<file path="src/rtl/dual_edge_oneshot_pkg.sv">
package dual_edge_oneshot_pkg;
  // 0.7 scaled by 2^RC_F, fixed-point constant for the helper width
  localparam int RC_F = 8;
  localparam int RC_K = 179;
  localparam int RC_K_W = 8;

  typedef enum logic {
    WSRC_DIRECT = 1'b0,
    WSRC_RC     = 1'b1
  } wsrc_e;
endpackage

</file>
<file path="src/rtl/oneshot_sync.sv">
module oneshot_sync #(
  parameter int unsigned N = 2,
  parameter logic [N-1:0] RST_VAL = '0
) (
  input  logic         clk_i,
  input  logic         rst_ni,
  input  logic [N-1:0] d_i,
  output logic [N-1:0] q_o
);
  for (genvar g = 0; g < N; g++) begin : g_bit
    logic s1_q, s2_q;
    always_ff @(posedge clk_i or negedge rst_ni) begin
      if (!rst_ni) begin
        s1_q <= RST_VAL[g];
        s2_q <= RST_VAL[g];
      end else begin
        s1_q <= d_i[g];
        s2_q <= s1_q;
      end
    end
    assign q_o[g] = s2_q;
  end
endmodule

</file>
<file path="src/rtl/oneshot_trig.sv">
module oneshot_trig (
  input  logic clk_i,
  input  logic rst_ni,
  input  logic a_n_i,
  input  logic b_i,
  input  logic clr_ni,
  input  logic busy_i,
  output logic fire_o
);
  logic a_prev_q, b_prev_q;
  logic a_fall, b_rise;

  always_ff @(posedge clk_i or negedge rst_ni) begin
    if (!rst_ni) begin
      a_prev_q <= 1'b1;
      b_prev_q <= 1'b0;
    end else begin
      a_prev_q <= a_n_i;
      b_prev_q <= b_i;
    end
  end

  // each edge qualified by the other input's enabling level
  assign a_fall = a_prev_q & ~a_n_i & b_i;
  assign b_rise = ~b_prev_q & b_i & ~a_n_i;
  assign fire_o = clr_ni & ~busy_i & (a_fall | b_rise);
endmodule

</file>
<file path="src/rtl/oneshot_width.sv">
module oneshot_width
  import dual_edge_oneshot_pkg::*;
#(
  parameter int unsigned WIDTH_W = 10,
  parameter int unsigned R_W = 6,
  parameter int unsigned C_W = 6
) (
  input  wsrc_e              src_i,
  input  logic [WIDTH_W-1:0] width_i,
  input  logic [R_W-1:0]     r_i,
  input  logic [C_W-1:0]     c_i,
  output logic [WIDTH_W-1:0] eff_w_o
);
  localparam int unsigned PROD_W = R_W + C_W;
  localparam int unsigned SC_W = PROD_W + RC_K_W + 1;
  localparam int unsigned Q_W = SC_W - RC_F;

  logic [PROD_W-1:0]  rc_prod;
  logic [SC_W-1:0]    scaled;
  logic [Q_W-1:0]     q_val;
  logic [WIDTH_W-1:0] rc_w, raw_w;

  assign rc_prod = PROD_W'(r_i) * PROD_W'(c_i);
  assign scaled  = SC_W'(rc_prod) * SC_W'(RC_K) + SC_W'(1 << (RC_F - 1));
  assign q_val   = scaled[SC_W-1:RC_F];

  if (Q_W > WIDTH_W) begin : g_sat
    assign rc_w = (|q_val[Q_W-1:WIDTH_W]) ? '1 : q_val[WIDTH_W-1:0];
  end else begin : g_fit
    assign rc_w = WIDTH_W'(q_val);
  end

  assign raw_w   = (src_i == WSRC_RC) ? rc_w : width_i;
  assign eff_w_o = (raw_w == '0) ? WIDTH_W'(1) : raw_w;
endmodule

</file>
<file path="src/rtl/oneshot_timer.sv">
module oneshot_timer #(
  parameter int unsigned WIDTH_W = 10
) (
  input  logic               clk_i,
  input  logic               rst_ni,
  input  logic               clr_ni,
  input  logic               fire_i,
  input  logic [WIDTH_W-1:0] eff_w_i,
  output logic               active_o
);
  logic               active_q;
  logic [WIDTH_W-1:0] cnt_q;

  always_ff @(posedge clk_i or negedge rst_ni) begin
    if (!rst_ni) begin
      active_q <= 1'b0;
      cnt_q    <= '0;
    end else if (!clr_ni) begin
      active_q <= 1'b0;
      cnt_q    <= '0;
    end else if (fire_i) begin
      active_q <= 1'b1;
      cnt_q    <= eff_w_i - WIDTH_W'(1);
    end else if (active_q) begin
      if (cnt_q == '0) active_q <= 1'b0;
      else             cnt_q    <= cnt_q - WIDTH_W'(1);
    end
  end

  assign active_o = active_q;
endmodule

</file>
<file path="src/rtl/dual_edge_oneshot.sv">
module dual_edge_oneshot
  import dual_edge_oneshot_pkg::*;
#(
  parameter int unsigned WIDTH_W = 10,
  parameter int unsigned R_W = 6,
  parameter int unsigned C_W = 6
) (
  input  logic               clk_i,
  input  logic               rst_ni,
  input  logic               clr_ni,
  input  logic               trig_a_ni,
  input  logic               trig_b_i,
  input  logic               rc_mode_i,
  input  logic [WIDTH_W-1:0] width_i,
  input  logic [R_W-1:0]     r_val_i,
  input  logic [C_W-1:0]     c_val_i,
  output logic               q_o,
  output logic               q_no
);
  logic [1:0]         sync_in, sync_out;
  logic               fire, active;
  logic [WIDTH_W-1:0] eff_w;

  assign sync_in = {trig_b_i, trig_a_ni};

  oneshot_sync #(.N(2), .RST_VAL(2'b01)) u_sync (
    .clk_i  (clk_i),
    .rst_ni (rst_ni),
    .d_i    (sync_in),
    .q_o    (sync_out)
  );

  oneshot_trig u_trig (
    .clk_i  (clk_i),
    .rst_ni (rst_ni),
    .a_n_i  (sync_out[0]),
    .b_i    (sync_out[1]),
    .clr_ni (clr_ni),
    .busy_i (active),
    .fire_o (fire)
  );

  oneshot_width #(.WIDTH_W(WIDTH_W), .R_W(R_W), .C_W(C_W)) u_width (
    .src_i   (wsrc_e'(rc_mode_i)),
    .width_i (width_i),
    .r_i     (r_val_i),
    .c_i     (c_val_i),
    .eff_w_o (eff_w)
  );

  oneshot_timer #(.WIDTH_W(WIDTH_W)) u_timer (
    .clk_i    (clk_i),
    .rst_ni   (rst_ni),
    .clr_ni   (clr_ni),
    .fire_i   (fire),
    .eff_w_i  (eff_w),
    .active_o (active)
  );

  // clear overrides without waiting for a clock edge
  assign q_o  = active & clr_ni;
  assign q_no = ~q_o;
endmodule

</file>
<file path="config.mk">
export PLATFORM = sky130hd
export DESIGN_NAME = dual_edge_oneshot
export DESIGN_NICKNAME = d
export VERILOG_FILES = /design/src/rtl/dual_edge_oneshot_pkg.sv /design/src/rtl/oneshot_sync.sv /design/src/rtl/oneshot_trig.sv /design/src/rtl/oneshot_width.sv /design/src/rtl/oneshot_timer.sv /design/src/rtl/dual_edge_oneshot.sv
export SDC_FILE = /design/constraint.sdc
export NUM_CORES = 1
export LEC_CHECK = 0
export CAP_MARGIN = 20
export CORE_AREA = 2 2 91 93
export DETAILED_ROUTE_END_ITERATION = 6
export DIE_AREA = 0 0 93 95
export DONT_BUFFER_PORTS = 1
export HOLD_SLACK_MARGIN = 0.05
export PLACE_DENSITY_LB_ADDON = 0.15
export SLEW_MARGIN = 10
export SYNTH_ARGS = -nofsm -noshare
export SYNTH_HDL_FRONTEND = slang
export SYNTH_SLANG_ARGS = --single-unit
</file>
<file path="constraint.sdc">
create_clock -name clk_i -period 3.08 [get_ports clk_i]
set_input_delay 0.462 -clock clk_i [delete_from_list [all_inputs] [get_ports clk_i]]
set_output_delay 0.462 -clock clk_i [all_outputs]
set_load 0.01 [all_outputs]
</file>
* Word level (Yosys, flattened, before mapping)
Index checks and enable logic that the tools add are counted.
Cells by class: add/sub/neg operators 3, $mul 2, eq/ne operators 2, mux-type cells 11, bitwise logic cells 12, reductions and logical operators 4
Operators with widths (number):
- $mux W10 | 7
- $add A20 B8 Y21 const B | 1
- $logic_not A10 Y1 | 2
- $mul A12 B8 Y20 const B | 1
- $sub A10 B1 Y10 const B | 2
- $mul A6 B6 Y12 | 1
- $and A1 B1 Y1 | 7
- $mux W1 | 4
- $not A1 Y1 | 4
- $ne A3 B1 Y1 const B | 1
- $ne A3 B3 Y1 const B | 1
- $reduce_or A3 Y1 | 1
- $reduce_and A2 Y1 | 1
- $or A1 B1 Y1 | 1
Storage, ports and cells: flip-flop bits (word level) 17, input port bits 28, output and inout port bits 2, word-level logic and storage cells 42

* Logic depth before layout (Yosys ltp)
Gate-level depths: netlist of the first run.
word-level depth 11, depth in mapped cells 35

* By module
A second synthesis of the first run with hierarchy kept.
Unflattened totals: cell total of the unflattened synthesis 514, area, all modules 4400.5 um2
By module, submodules not included:
- oneshot_width | times used 1, cells each 403, area an instance 3337.0 um2, seq. area each 0.0 um2
- oneshot_timer | times used 1, cells each 98, area an instance 860.8 um2, seq. area each 275.3 um2
- oneshot_sync | times used 1, cells each 6, area an instance 117.6 um2, seq. area each 102.6 um2
- oneshot_trig | times used 1, cells each 5, area an instance 75.1 um2, seq. area each 51.3 um2
- dual_edge_oneshot | times used 1, cells each 2, area an instance 10.0 um2, seq. area each 0.0 um2

* Worst setup path after synthesis of the first run
OpenSTA, ideal clock, no wires.
path kind input-to-reg, start point input port c_val_i[2], end point register u_timer.cnt_q[8], setup time 0.069 ns, data arrival time 8.111 ns, path slack -5.100 ns, cell stages on the path 31, path buffers 0, cells stage by stage and2_1 fa_1 inv_1 fa_1 fa_1 inv_1 ha_1 a21oi_1 o21bai_1 a21oi_1 xnor2_1 ha_1 inv_1 fa_1 inv_1 fa_1 fa_1 ha_1 nand2_2 o31ai_2 nor2_2 o311a_1 o21a_1 o22ai_1 a2111oi_4 nor2_1 ha_1 nand3_1 or3_1 or4_1 nand3_1
On the way: cells in the longest elaborated chain, start to end 11
RTL lines:
- start, declared | RTL line dual_edge_oneshot.sv:16 | input logic [C_W-1:0] c_val_i,
- $mul A6 B6 Y12 * | RTL line oneshot_width.sv:23 | assign rc_prod = PROD_W'(r_i) * PROD_W'(c_i);
- $mul A12 B8 Y20 * | RTL line oneshot_width.sv:24 | assign scaled = SC_W'(rc_prod) * SC_W'(RC_K) + SC_W'(1 << (RC_F - 1));
- $add A20 B8 Y21 * | RTL line oneshot_width.sv:24
- $reduce_or A3 Y1 | RTL line oneshot_width.sv:28 | assign rc_w = (|q_val[Q_W-1:WIDTH_W]) ? '1 : q_val[WIDTH_W-1:0];
- $mux W10 * | RTL line oneshot_width.sv:28
- $mux W10 * | RTL line oneshot_width.sv:33 | assign raw_w = (src_i == WSRC_RC) ? rc_w : width_i;
- $logic_not A10 Y1 | RTL line oneshot_width.sv:34 | assign eff_w_o = (raw_w == '0) ? WIDTH_W'(1) : raw_w;
- $mux W10 * | RTL line oneshot_width.sv:34
- $sub A10 B1 Y10 * | RTL line oneshot_timer.sv:23 | cnt_q <= eff_w_i - WIDTH_W'(1);
- $mux W10 * | RTL line oneshot_timer.sv:21 | end else if (fire_i) begin
- $mux W10 * | RTL line oneshot_timer.sv:18 | end else if (!clr_ni) begin
- end signal, assigned | RTL line oneshot_timer.sv:23
- end signal, assigned | RTL line oneshot_timer.sv:26 | else cnt_q <= cnt_q - WIDTH_W'(1);
- end, declared | RTL line oneshot_timer.sv:12 | logic [WIDTH_W-1:0] cnt_q;
Mark *: on every way between the ends. The rest lies on a longest branch, timed or not. A chain may end at the register's enable or synchronous reset.

* Worst setup path in the final report of the first run
start point input port c_val_i[0], end point register u_timer.cnt_q[8]
Same word-level chain as after synthesis.

==> summary.md, run 1 <==
| Metric | Value |
|---|---|
| Outcome | `complete, but fails checks` |
| Failing checks | `negative setup slack` |
| Grt ovf | `0` |
| Clk pin slew, worst setup/hold paths | `0.07 ns` |
| Synth top area cells | `ha_1, fa_1, inv_1` |
| Max stage delay on crit path | `0.54 ns` |
| Core Rows | `33` |
| H-tree levels | `1` |
| Global Route Usage Sum | `25.1%` |
| Avg WL per Cell | `15.4 um` |
| Routed vias/inst | `5.52` |
| Final nets | `742` |
| Clock Tree Buf Depth | `2` |
| Most Frequent Cell on Critical Path | `fa_1` |
| Initial antenna violation count | `0` |
| HPWL after DPL | `8450 um` |
| DRC viols | `0` |
| Worst r2r dst | `u_timer.cnt_q[8]` |
| EDFF count, synth | `0` |
| Final worst slack | `-4.51 ns` |
| R2R cell count | `11` |
| Netlist cell types | `68` |
| Detail Route Antenna Nets | `0` |
| Max transition margin | `44.7%` |
| Synth Area in Adders | `42.3%` |
| Slew Viols, Final | `0` |
| Gp weighted congestion | `0.895` |
| First-pass GRT wire length | `17,800 um` |
| Area delta synth->final | `36.2%` |
| CTS root buffer | `clkbuf_8` |
| Ports | `30` |
| Xor and xnor area share after synthesis | `4.55%` |
| Max_cap viols | `0` |
| Critical Path End Type | `flip-flop` |
| Startpoint class of the critical path | `input port` |
| Antenna Cells | `0` |
| Die Span Y | `95 um` |
| Via count | `3,858` |
| CTS tree | `done` |
| Mux cell area share after synthesis | `0%` |
| Compound-Gate Fraction of Synth Area | `16.7%` |
| Hold Startpoint | `trig_a_ni` |
| Critical Path AT | `7.78 ns` |
| R2R setup slack | `0.42 ns` |
| FMAX | `132 MHz` |
| Die area | `8840 um2` |
| Crit path max-delay cell type | `fa_1` |
| Iteration-0 DRC Markers | `267` |
| Worst Tran Pin Value | `0.827 ns` |
| Inserted Clock Buffers | `3` |
| TritonRoute pass-1 iters | `5` |
| Reg2reg start | `u_sync.g_bit[0].s2_q` |
| Initial Utilization | `53.4%` |
| Yosys warnings | `0` |
| Synth Area in Simple Gates | `16.9%` |
| Final Cycle Share | `247%` |
| Syn avg cell area | `8.63 um2` |
| Dpl ws | `-4.86 ns` |
| CP max FO | `6` |
| Horiz. Die Dim | `93 um` |
| Setup violators final | `10` |
| # port buffers | `0` |
| Core area | `7930 um2` |
| Most used DFF post-synth | `dfrtp_1` |
| Final Critical Period | `7.59 ns` |
| Pin count of the biggest net entering global routing | `18` |
| RSZ-0062 raised after global routing | `yes` |
| Clock skew | `0.00708 ns` |
| Layout cell share with drive strength beyond 1 | `35.4%` |
| Fin util | `72.7%` |
| Vias in the first global route | `3,856` |
| Synthesis-stage register bit count | `17` |
| Yosys top cell area share | `23.4%` |
| Cell taking the most area after synthesis | `ha_1` |
| Hold path depth | `0` |
| Seq/Total Area, Yosys | `10.1%` |
| WL final | `10,700 um` |
| Largest family of logic cells by synthesized area | `adder cells` |
| Setup CP Type | `in -> reg` |
| Synth top cells by count | `inv_1, ha_1, nand2_1` |
| Fillers | `624` |
| Mapped Cells | `490` |
| TritonCTS Sinks | `17` |
| Worst path required time | `3.27 ns` |
| Syn Std Cell Area | `4230 um2` |
| Hold Vio Cnt, Final | `0` |
| Min-Delay Endpoint | `u_sync.g_bit[0].s1_q` |
| Syn Nets | `637` |
| Most frequent cell after synthesis | `inv_1` |
| Hold Path Class | `in -> reg` |
| Ys async rst share | `100%` |
| Clock Latency Late Sink | `0.26 ns` |
[metrics by stage]
step	setup TNS (ns)	instances	instance area (um2)	hold slack [ns]
floorplan	-43.04	490	4480	0.166
detailed placement	-46.07	666	5160	0.167
global placement	-44.97	666	5160	0.167
global route	-45.91	699	5760	0.186
finish	-43.23	699	5760	0.198
CTS	-42.40	690	5560	0.196
[how the worst max path moves through the flow]
stage	from	to	slack, ns	cells after the start
2_1_floorplan	c_val_i[0]	u_timer.cnt_q[8]	-4.56	31
3_3_place_gp	c_val_i[0]	u_timer.cnt_q[8]	-4.71	31
3_5_place_dp	c_val_i[3]	u_timer.cnt_q[8]	-4.86	33
4_1_cts	r_val_i[1]	u_timer.cnt_q[8]	-4.41	32
5_1_grt	r_val_i[2]	u_timer.cnt_q[6]	-4.76	34
6_report	c_val_i[0]	u_timer.cnt_q[8]	-4.51	31
[metal layers]
layer | wire [um] | part of all wire (%) | up-vias | global-route usage [%]
met1 | 5170 | 48 | 1895 | 38.4
met4 | 42 | 0.39 | 0 | 1.59
met5 | 0 | 0 | - | 0
met2 | 5020 | 47 | 91 | 40.2
li1 | - | - | 1864 | -
met3 | 508 | 4.7 | 8 | 2.63
[registers in the layout, summed over array words and instances, names as in the netlist]
| signal | flops |
|---|---|
| u_sync.g_bit.s1_q | 2 |
| u_sync.g_bit.s2_q | 2 |
| u_timer.active_o | 1 |
| u_timer.cnt_q | 10 |
| u_trig.a_prev_q | 1 |
| u_trig.b_prev_q | 1 |
[cell type report]
cell class,count,area [um2],share of cell area (%)
clock buffer,3,41.3,0.716
multi-input combinational,367,3970,69.0
clock inverter,1,5.00,0.0868
timing repair buffer,103,791,13.7
tap,105,131,2.28
inverter,103,392,6.80
sequential,17,429,7.45
[critical path: cells and delay by family]
family | cells | cell delay (ns)
compound gates | 9 | 1.70
simple gates | 7 | 1.27
fa+ha+maj | 10 | 4.03
xor+xnor | 1 | 0.13
buf+inv | 4 | 0.19
[cells in the final DEF (no fill, tap or decap), types with 8 or more instances in the layout]
cell type and instances:
a21oi_1 12, inv_1 92, buf_4 98, dfrtp_1 14, fa_1 39, inv_2 9
and2_1 24, ha_1 66, nand2_1 43, nor2_1 15, a21oi_2 8, xnor2_1 8
ha_4 12
[timing repair]
action,in CTS,in global routing
buffers inserted,20,12
setup endpoints to repair,10,10
pin swaps,61,39
endpoints found under the hold margin,17,0
gates resized for setup,39,31
hold buffers,1,0
[logic make-up after synthesis]
family,after synthesis
buffers and inverters,106
flip-flops,17
adder cells (fa/ha/maj),119
AO/OA/AOI/OAI,93
AND/OR/NAND/NOR,133
XOR/XNOR,22
Power of run 1 is left out: the tool's default activity adds up to more than one toggle a clock period on the data nets, which glitch-free logic cannot reach.
==> inputs of run 2 (changes only) <==
CTS_BUF_LIST = sky130_fd_sc_hd__clkbuf_16   (was not set)
==> summary.md, run 2 (synthesized netlist as in run 1, its figures left out) <==
| Metric | Value |
|---|---|
| Outcome | `complete, but fails checks (unchanged)` |
| Failing checks | `negative setup slack (unchanged)` |
| Final Critical Period | `7.63 ns (was 7.59 ns)` |
| Max transition margin | `52.9% (was 44.7%)` |
| Die Span Y | `95 um (unchanged)` |
| Antenna Cells | `0 (unchanged)` |
| Gp weighted congestion | `0.895 (unchanged)` |
| Layout cell share with drive strength beyond 1 | `36.1% (was 35.4%)` |
| Detail Route Antenna Nets | `0 (unchanged)` |
| First-pass GRT wire length | `18,200 um (was 17,800 um)` |
| Setup CP Type | `in -> reg (unchanged)` |
| Placed Area | `5160 um2 (unchanged)` |
| Core Rows | `33 (unchanged)` |
| TritonCTS Sinks | `17 (unchanged)` |
| Post-route cell area | `5850 um2 (was 5760 um2)` |
| Hold Startpoint | `trig_a_ni (unchanged)` |
| Final Non-Filler Cells | `704 (was 699)` |
| Clk pin slew, worst setup/hold paths | `0.05 ns (was 0.07 ns)` |
| WL final | `11,100 um (was 10,700 um)` |
| Horiz. Die Dim | `93 um (unchanged)` |
| Most Frequent Cell on Critical Path | `fa_1 (unchanged)` |
| Clock Tree Buf Depth | `2 (unchanged)` |
| DRC viols | `0 (unchanged)` |
| # placed instances | `666 (unchanged)` |
| Critical Path End Type | `flip-flop (unchanged)` |
| Hold Vio Cnt, Final | `0 (unchanged)` |
| Core area | `7930 um2 (unchanged)` |
| Iteration-0 DRC Markers | `228 (was 267)` |
| Slew Viols, Final | `0 (unchanged)` |
| Die area | `8840 um2 (unchanged)` |
| H-tree levels | `1 (unchanged)` |
| Initial antenna violation count | `0 (unchanged)` |
| Clock Latency Late Sink | `0.26 ns (about the same)` |
| Dpl ws | `-4.86 ns (unchanged)` |
| Most frequent cells in the layout | `buf_4, inv_1, ha_1, nand2_1, fa_1 (unchanged)` |
| TritonRoute pass-1 iters | `6 (was 5)` |
| Area delta synth->final | `38.4% (was 36.2%)` |
| FMAX | `131 MHz (was 132 MHz)` |
| Crit path max-delay cell type | `fa_1 (unchanged)` |
| Clock skew | `0.00694 ns (was 0.00708 ns)` |
| Final nets | `747 (was 742)` |
| Reg2reg start | `u_sync.g_bit[0].s2_q (unchanged)` |
| Grt ovf | `0 (unchanged)` |
| DRT met1 WL | `5040 um (was 5170 um)` |
| Final worst slack | `-4.55 ns (was -4.51 ns)` |
| CTS tree | `done (unchanged)` |
| Max_cap viols | `0 (unchanged)` |
| RSZ-0062 raised after global routing | `yes (unchanged)` |
| Worst Tran Pin Value | `0.705 ns (was 0.827 ns)` |
| Pin count of the biggest net entering global routing | `15 (was 18)` |
| Critical Path AT | `7.77 ns (was 7.78 ns)` |
| Largest regs | `u_timer.cnt_q x10, u_sync.g_bit.s1_q x2, u_sync.g_bit.s2_q x2 (unchanged)` |
| Via count | `3,912 (was 3,858)` |
| WL met2 | `5110 um (was 5020 um)` |
| Routed vias/inst | `5.56 (was 5.52)` |
| Ports | `30 (unchanged)` |
| Wire length on met3 | `809 um (was 508 um)` |
| Fin util | `73.8% (was 72.7%)` |
| # port buffers | `0 (unchanged)` |
| Fillers | `596 (was 624)` |
| Hold Path Class | `in -> reg (unchanged)` |
| Vias in the first global route | `3,907 (was 3,856)` |
| Avg WL per Cell | `15.8 um (was 15.4 um)` |
| Final Cycle Share | `248% (was 247%)` |
| Worst path required time | `3.22 ns (was 3.27 ns)` |
| Max layer used | `met4 (unchanged)` |
| Max stage delay on crit path | `0.55 ns (was 0.54 ns)` |
| HPWL after DPL | `8450 um (unchanged)` |
| Startpoint class of the critical path | `input port (unchanged)` |
| Critical Path Source | `c_val_i[0] (unchanged)` |
| Initial Utilization | `53.4% (unchanged)` |
| CTS root buffer | `clkbuf_16 (was clkbuf_8)` |
| Most common cell after layout, fill and taps aside | `buf_4 (unchanged)` |
| Global Route Usage Sum | `25.8% (was 25.1%)` |
| CP max FO | `6 (unchanged)` |
| Inserted Clock Buffers | `3 (unchanged)` |
| Setup violators final | `10 (unchanged)` |
| Top reg by flops | `u_timer.cnt_q (unchanged)` |
| Max FFs per register | `10 (unchanged)` |
==> run 2: area by class of cell <==
type | count | area, um2 | share of cell area (%)
multi-input combinational | 367 | 3970 | 67.8
timing repair buffer | 108 | 855 | 14.6
sequential | 17 | 429 | 7.33
inverter | 103 | 392 | 6.69
tap | 105 | 131 | 2.24
clock buffer | 3 | 75.1 | 1.28
clock inverter | 1 | 5.00 | 0.0855
==> run 2: path summary, 6_finish.rpt <==
path,end,slack [ns],cells past startpoint
min in group asynchronous,u_sync.g_bit[0].s1_q,0.69,1
min,u_sync.g_bit[0].s1_q,0.21,0
max,u_timer.cnt_q[4],-4.55,32
min reg2reg,u_sync.g_bit[1].s2_q,0.35,0
max in group asynchronous,u_timer.cnt_q[3],1.93,1
max reg2reg,u_timer.cnt_q[8],0.33,11
==> run 2: stage by stage <==
stage	setup TNS, ns	hold slack, ns
2_1_floorplan	-43.04	0.166
3_3_place_gp	-44.97	0.167
3_5_place_dp	-46.07	0.167
4_1_cts	-42.91	0.204
5_1_grt	-46.43	0.196
6_report	-43.58	0.207
==> run 2: timing repair <==
| action | 4_1_cts | 5_1_grt |
|---|---|---|
| hold buffers | 4 | 0 |
| pin swaps | 61 | 42 |
| endpoints found under the hold margin | 14 | 0 |
| setup endpoints to repair | 10 | 10 |
| gates resized for setup | 41 | 35 |
| buffers inserted | 24 | 10 |
==> run 2: routing by layer <==
| metal | up-vias | GRT usage (%) |
|---|---|---|
| li1 | 1871 | - |
| met1 | 1901 | 38.2 |
| met2 | 117 | 41.0 |
| met3 | 23 | 5.19 |
| met4 | 0 | 1.96 |
| met5 | - | 0 |
==> run 2: worst max-delay path, delay by kind of cell <==
kind,cells,cell delay [ns]
XOR/XNOR,1,0.11
AND/OR/NAND/NOR,5,0.97
buffers and inverters,5,0.28
adder cells (fa/ha/maj),10,3.97
AO/OA/AOI/OAI,11,1.96
Power of run 2 is left out for the same reason.
==> inputs of run 3 (changes only) <==
==> constraint.sdc (replaced) <==
create_clock -name clk_i -period 3.08 [get_ports clk_i]
set_input_delay 0.616 -clock clk_i [delete_from_list [all_inputs] [get_ports clk_i]]
set_output_delay 0.616 -clock clk_i [all_outputs]
set_load 0.01 [all_outputs]
==> summary.md, run 3 (synthesized netlist as in run 1, its figures left out) <==
| Metric | Value |
|---|---|
| Outcome | `complete, but fails checks (unchanged)` |
| Failing checks | `negative setup slack (unchanged)` |
| Clock Tree Buf Depth | `2 (unchanged)` |
| Die Span Y | `95 um (unchanged)` |
| CTS root buffer | `clkbuf_16 (unchanged)` |
| CTS tree | `done (unchanged)` |
| Layout cell share with drive strength beyond 1 | `35.3% (was 36.1%)` |
| Routed vias/inst | `5.48 (was 5.56)` |
| First-pass GRT wire length | `16,800 um (was 18,200 um)` |
| GRT busiest layer | `met1 (was met2)` |
| Sum Neg Setup Slack | `-44.02 ns (was -43.58 ns)` |
| HPWL after DPL | `8340 um (was 8450 um)` |
| Reg2reg start | `u_timer.active_o (was u_sync.g_bit[0].s2_q)` |
| Vias in the first global route | `3,689 (was 3,907)` |
| Final Non-Filler Cells | `695 (was 704)` |
| Setup violators final | `10 (unchanged)` |
| Critical Path AT | `7.79 ns (was 7.77 ns)` |
| Pin count of the biggest net entering global routing | `18 (was 15)` |
| Family with the most delay on the worst path | `adder cells (unchanged)` |
| Final worst slack | `-4.52 ns (was -4.55 ns)` |
| Global routing usage on met2 | `35.6% (was 41.0%)` |
| Core Rows | `33 (unchanged)` |
| Initial antenna violation count | `0 (unchanged)` |
| Antenna Cells | `0 (unchanged)` |
| Core area | `7930 um2 (unchanged)` |
| Area delta synth->final | `36.7% (was 38.4%)` |
| H-tree levels | `1 (unchanged)` |
| FMAX | `131 MHz (about the same)` |
| Clock skew | `0.00349 ns (was 0.00694 ns)` |
| Most frequent cells in the layout | `buf_4, inv_1, ha_1, nand2_1, fa_1 (unchanged)` |
| Detail Route Antenna Nets | `0 (unchanged)` |
| Initial Utilization | `53.4% (unchanged)` |
| Max FFs per register | `10 (unchanged)` |
| Largest regs | `u_timer.cnt_q x10, u_sync.g_bit.s1_q x2, u_sync.g_bit.s2_q x2 (unchanged)` |
| RSZ-0062 raised after global routing | `yes (unchanged)` |
| Inserted Clock Buffers | `3 (unchanged)` |
| M1 GR Usage | `37.2% (was 38.2%)` |
| Worst path required time | `3.27 ns (was 3.22 ns)` |
| # placed instances | `667 (was 666)` |
| Placed Area | `5170 um2 (was 5160 um2)` |
| WP buf/inv | `5 (unchanged)` |
| Via count | `3,812 (was 3,912)` |
| Top reg by flops | `u_timer.cnt_q (unchanged)` |
| R2R setup slack | `0.49 ns (was 0.33 ns)` |
| Avg WL per Cell | `15.5 um (was 15.8 um)` |
| Horiz. Die Dim | `93 um (unchanged)` |
| Gp weighted congestion | `0.891 (was 0.895)` |
| Max stage delay on crit path | `0.53 ns (was 0.55 ns)` |
| Ports | `30 (unchanged)` |
| WL final | `10,800 um (was 11,100 um)` |
| TritonRoute pass-1 iters | `4 (was 6)` |
| Hold Path Class | `in -> async (was in -> reg)` |
| DRC viols | `0 (unchanged)` |
| # port buffers | `0 (unchanged)` |
| Slew Viols, Final | `0 (unchanged)` |
| Dpl ws | `-4.93 ns (was -4.86 ns)` |
| Hold Vio Cnt, Final | `0 (unchanged)` |
| Post-route cell area | `5780 um2 (was 5850 um2)` |
| Setup CP Type | `in -> reg (unchanged)` |
| Most Frequent Cell on Critical Path | `fa_1 (unchanged)` |
| Crit path max-delay cell type | `fa_1 (unchanged)` |
| CP max FO | `7 (was 6)` |
| Max_cap viols | `0 (unchanged)` |
| Grt ovf | `0 (unchanged)` |
| Most common cell after layout, fill and taps aside | `buf_4 (unchanged)` |
| Die area | `8840 um2 (unchanged)` |
| Worst Tran Pin Value | `0.737 ns (was 0.705 ns)` |
| Final Critical Period | `7.60 ns (was 7.63 ns)` |
| Global Route Usage Sum | `23.7% (was 25.8%)` |
| Critical Path End Type | `flip-flop (unchanged)` |
| Final Cycle Share | `247% (was 248%)` |
| Startpoint class of the critical path | `input port (unchanged)` |
| Met3 usage | `3.59% (was 5.19%)` |
| Clock Latency Late Sink | `0.25 ns (was 0.26 ns)` |
| Max transition margin | `50.7% (was 52.9%)` |
| R2R cell count | `7 (was 11)` |
| TritonCTS Sinks | `17 (unchanged)` |
| Final nets | `738 (was 747)` |
| Worst r2r dst | `u_timer.cnt_q[7] (was u_timer.cnt_q[8])` |
| Iteration-0 DRC Markers | `168 (was 228)` |
| Clk pin slew, worst setup/hold paths | `0.05 ns (about the same)` |
[run 3: cell types whose count changed in the layout (fill, tap and decap cells not counted), sizes merged]
cell	before	now
buf	104	98
dlygate4sd3	4	1
[run 3: area by class of cell]
cell class | instances | area [um2]
clock buffer | 3 | 75.1
clock inverter | 1 | 5.00
fill | 611 | 2140
inverter | 103 | 387
multi-input combinational | 367 | 3980
sequential | 17 | 429
tap | 105 | 131
timing repair buffer | 99 | 776
[run 3: how the worst max path moves through the flow]
stage | start | end | cells past startpoint
3_5_place_dp | c_val_i[3] | u_timer.cnt_q[8] | 33
2_1_floorplan | c_val_i[0] | u_timer.cnt_q[8] | 31
6_report | c_val_i[0] | u_timer.cnt_q[8] | 33
3_3_place_gp | c_val_i[0] | u_timer.cnt_q[8] | 33
5_1_grt | c_val_i[0] | u_timer.cnt_q[6] | 35
4_1_cts | c_val_i[0] | u_timer.cnt_q[8] | 31
[run 3: layer usage]
layer	vias up	routed length (um)	part of all wire [%]
met5	-	0	0
met4	0	143	1.3
met3	18	542	5.0
met2	89	4890	45
met1	1851	5210	48
li1	1854	-	-
[run 3: what timing repair did]
action                     4_1_cts  5_1_grt
setup endpoints to repair       10       10
setup buffers                   17        7
gates resized for setup         35       38
hold buffers                     0        1
pin swaps                       47       17
hold endpoints to repair         0       14
cloned                           0        0
[run 3: worst reg2reg max path, cell delays in order (launching register included)]
cell       delay, ns
dfrtp_1         0.40
and4bb_2        0.31
o21ai_2         0.14
a31oi_1         0.28
a2bb2oi_1       0.13
or4_4           0.56
or4_1           0.41
a32o_1          0.25
[run 3: stage by stage]
step / util [%] / hold WS (ns)
CTS: 69.5 / 0.0528
finish: 73.0 / 0.206
floorplan: - / 0.320
global placement: 65.2 / 0.321
detailed placement: 65.2 / 0.321
global route: 73.0 / 0.192
Power of run 3 is left out for the same reason.
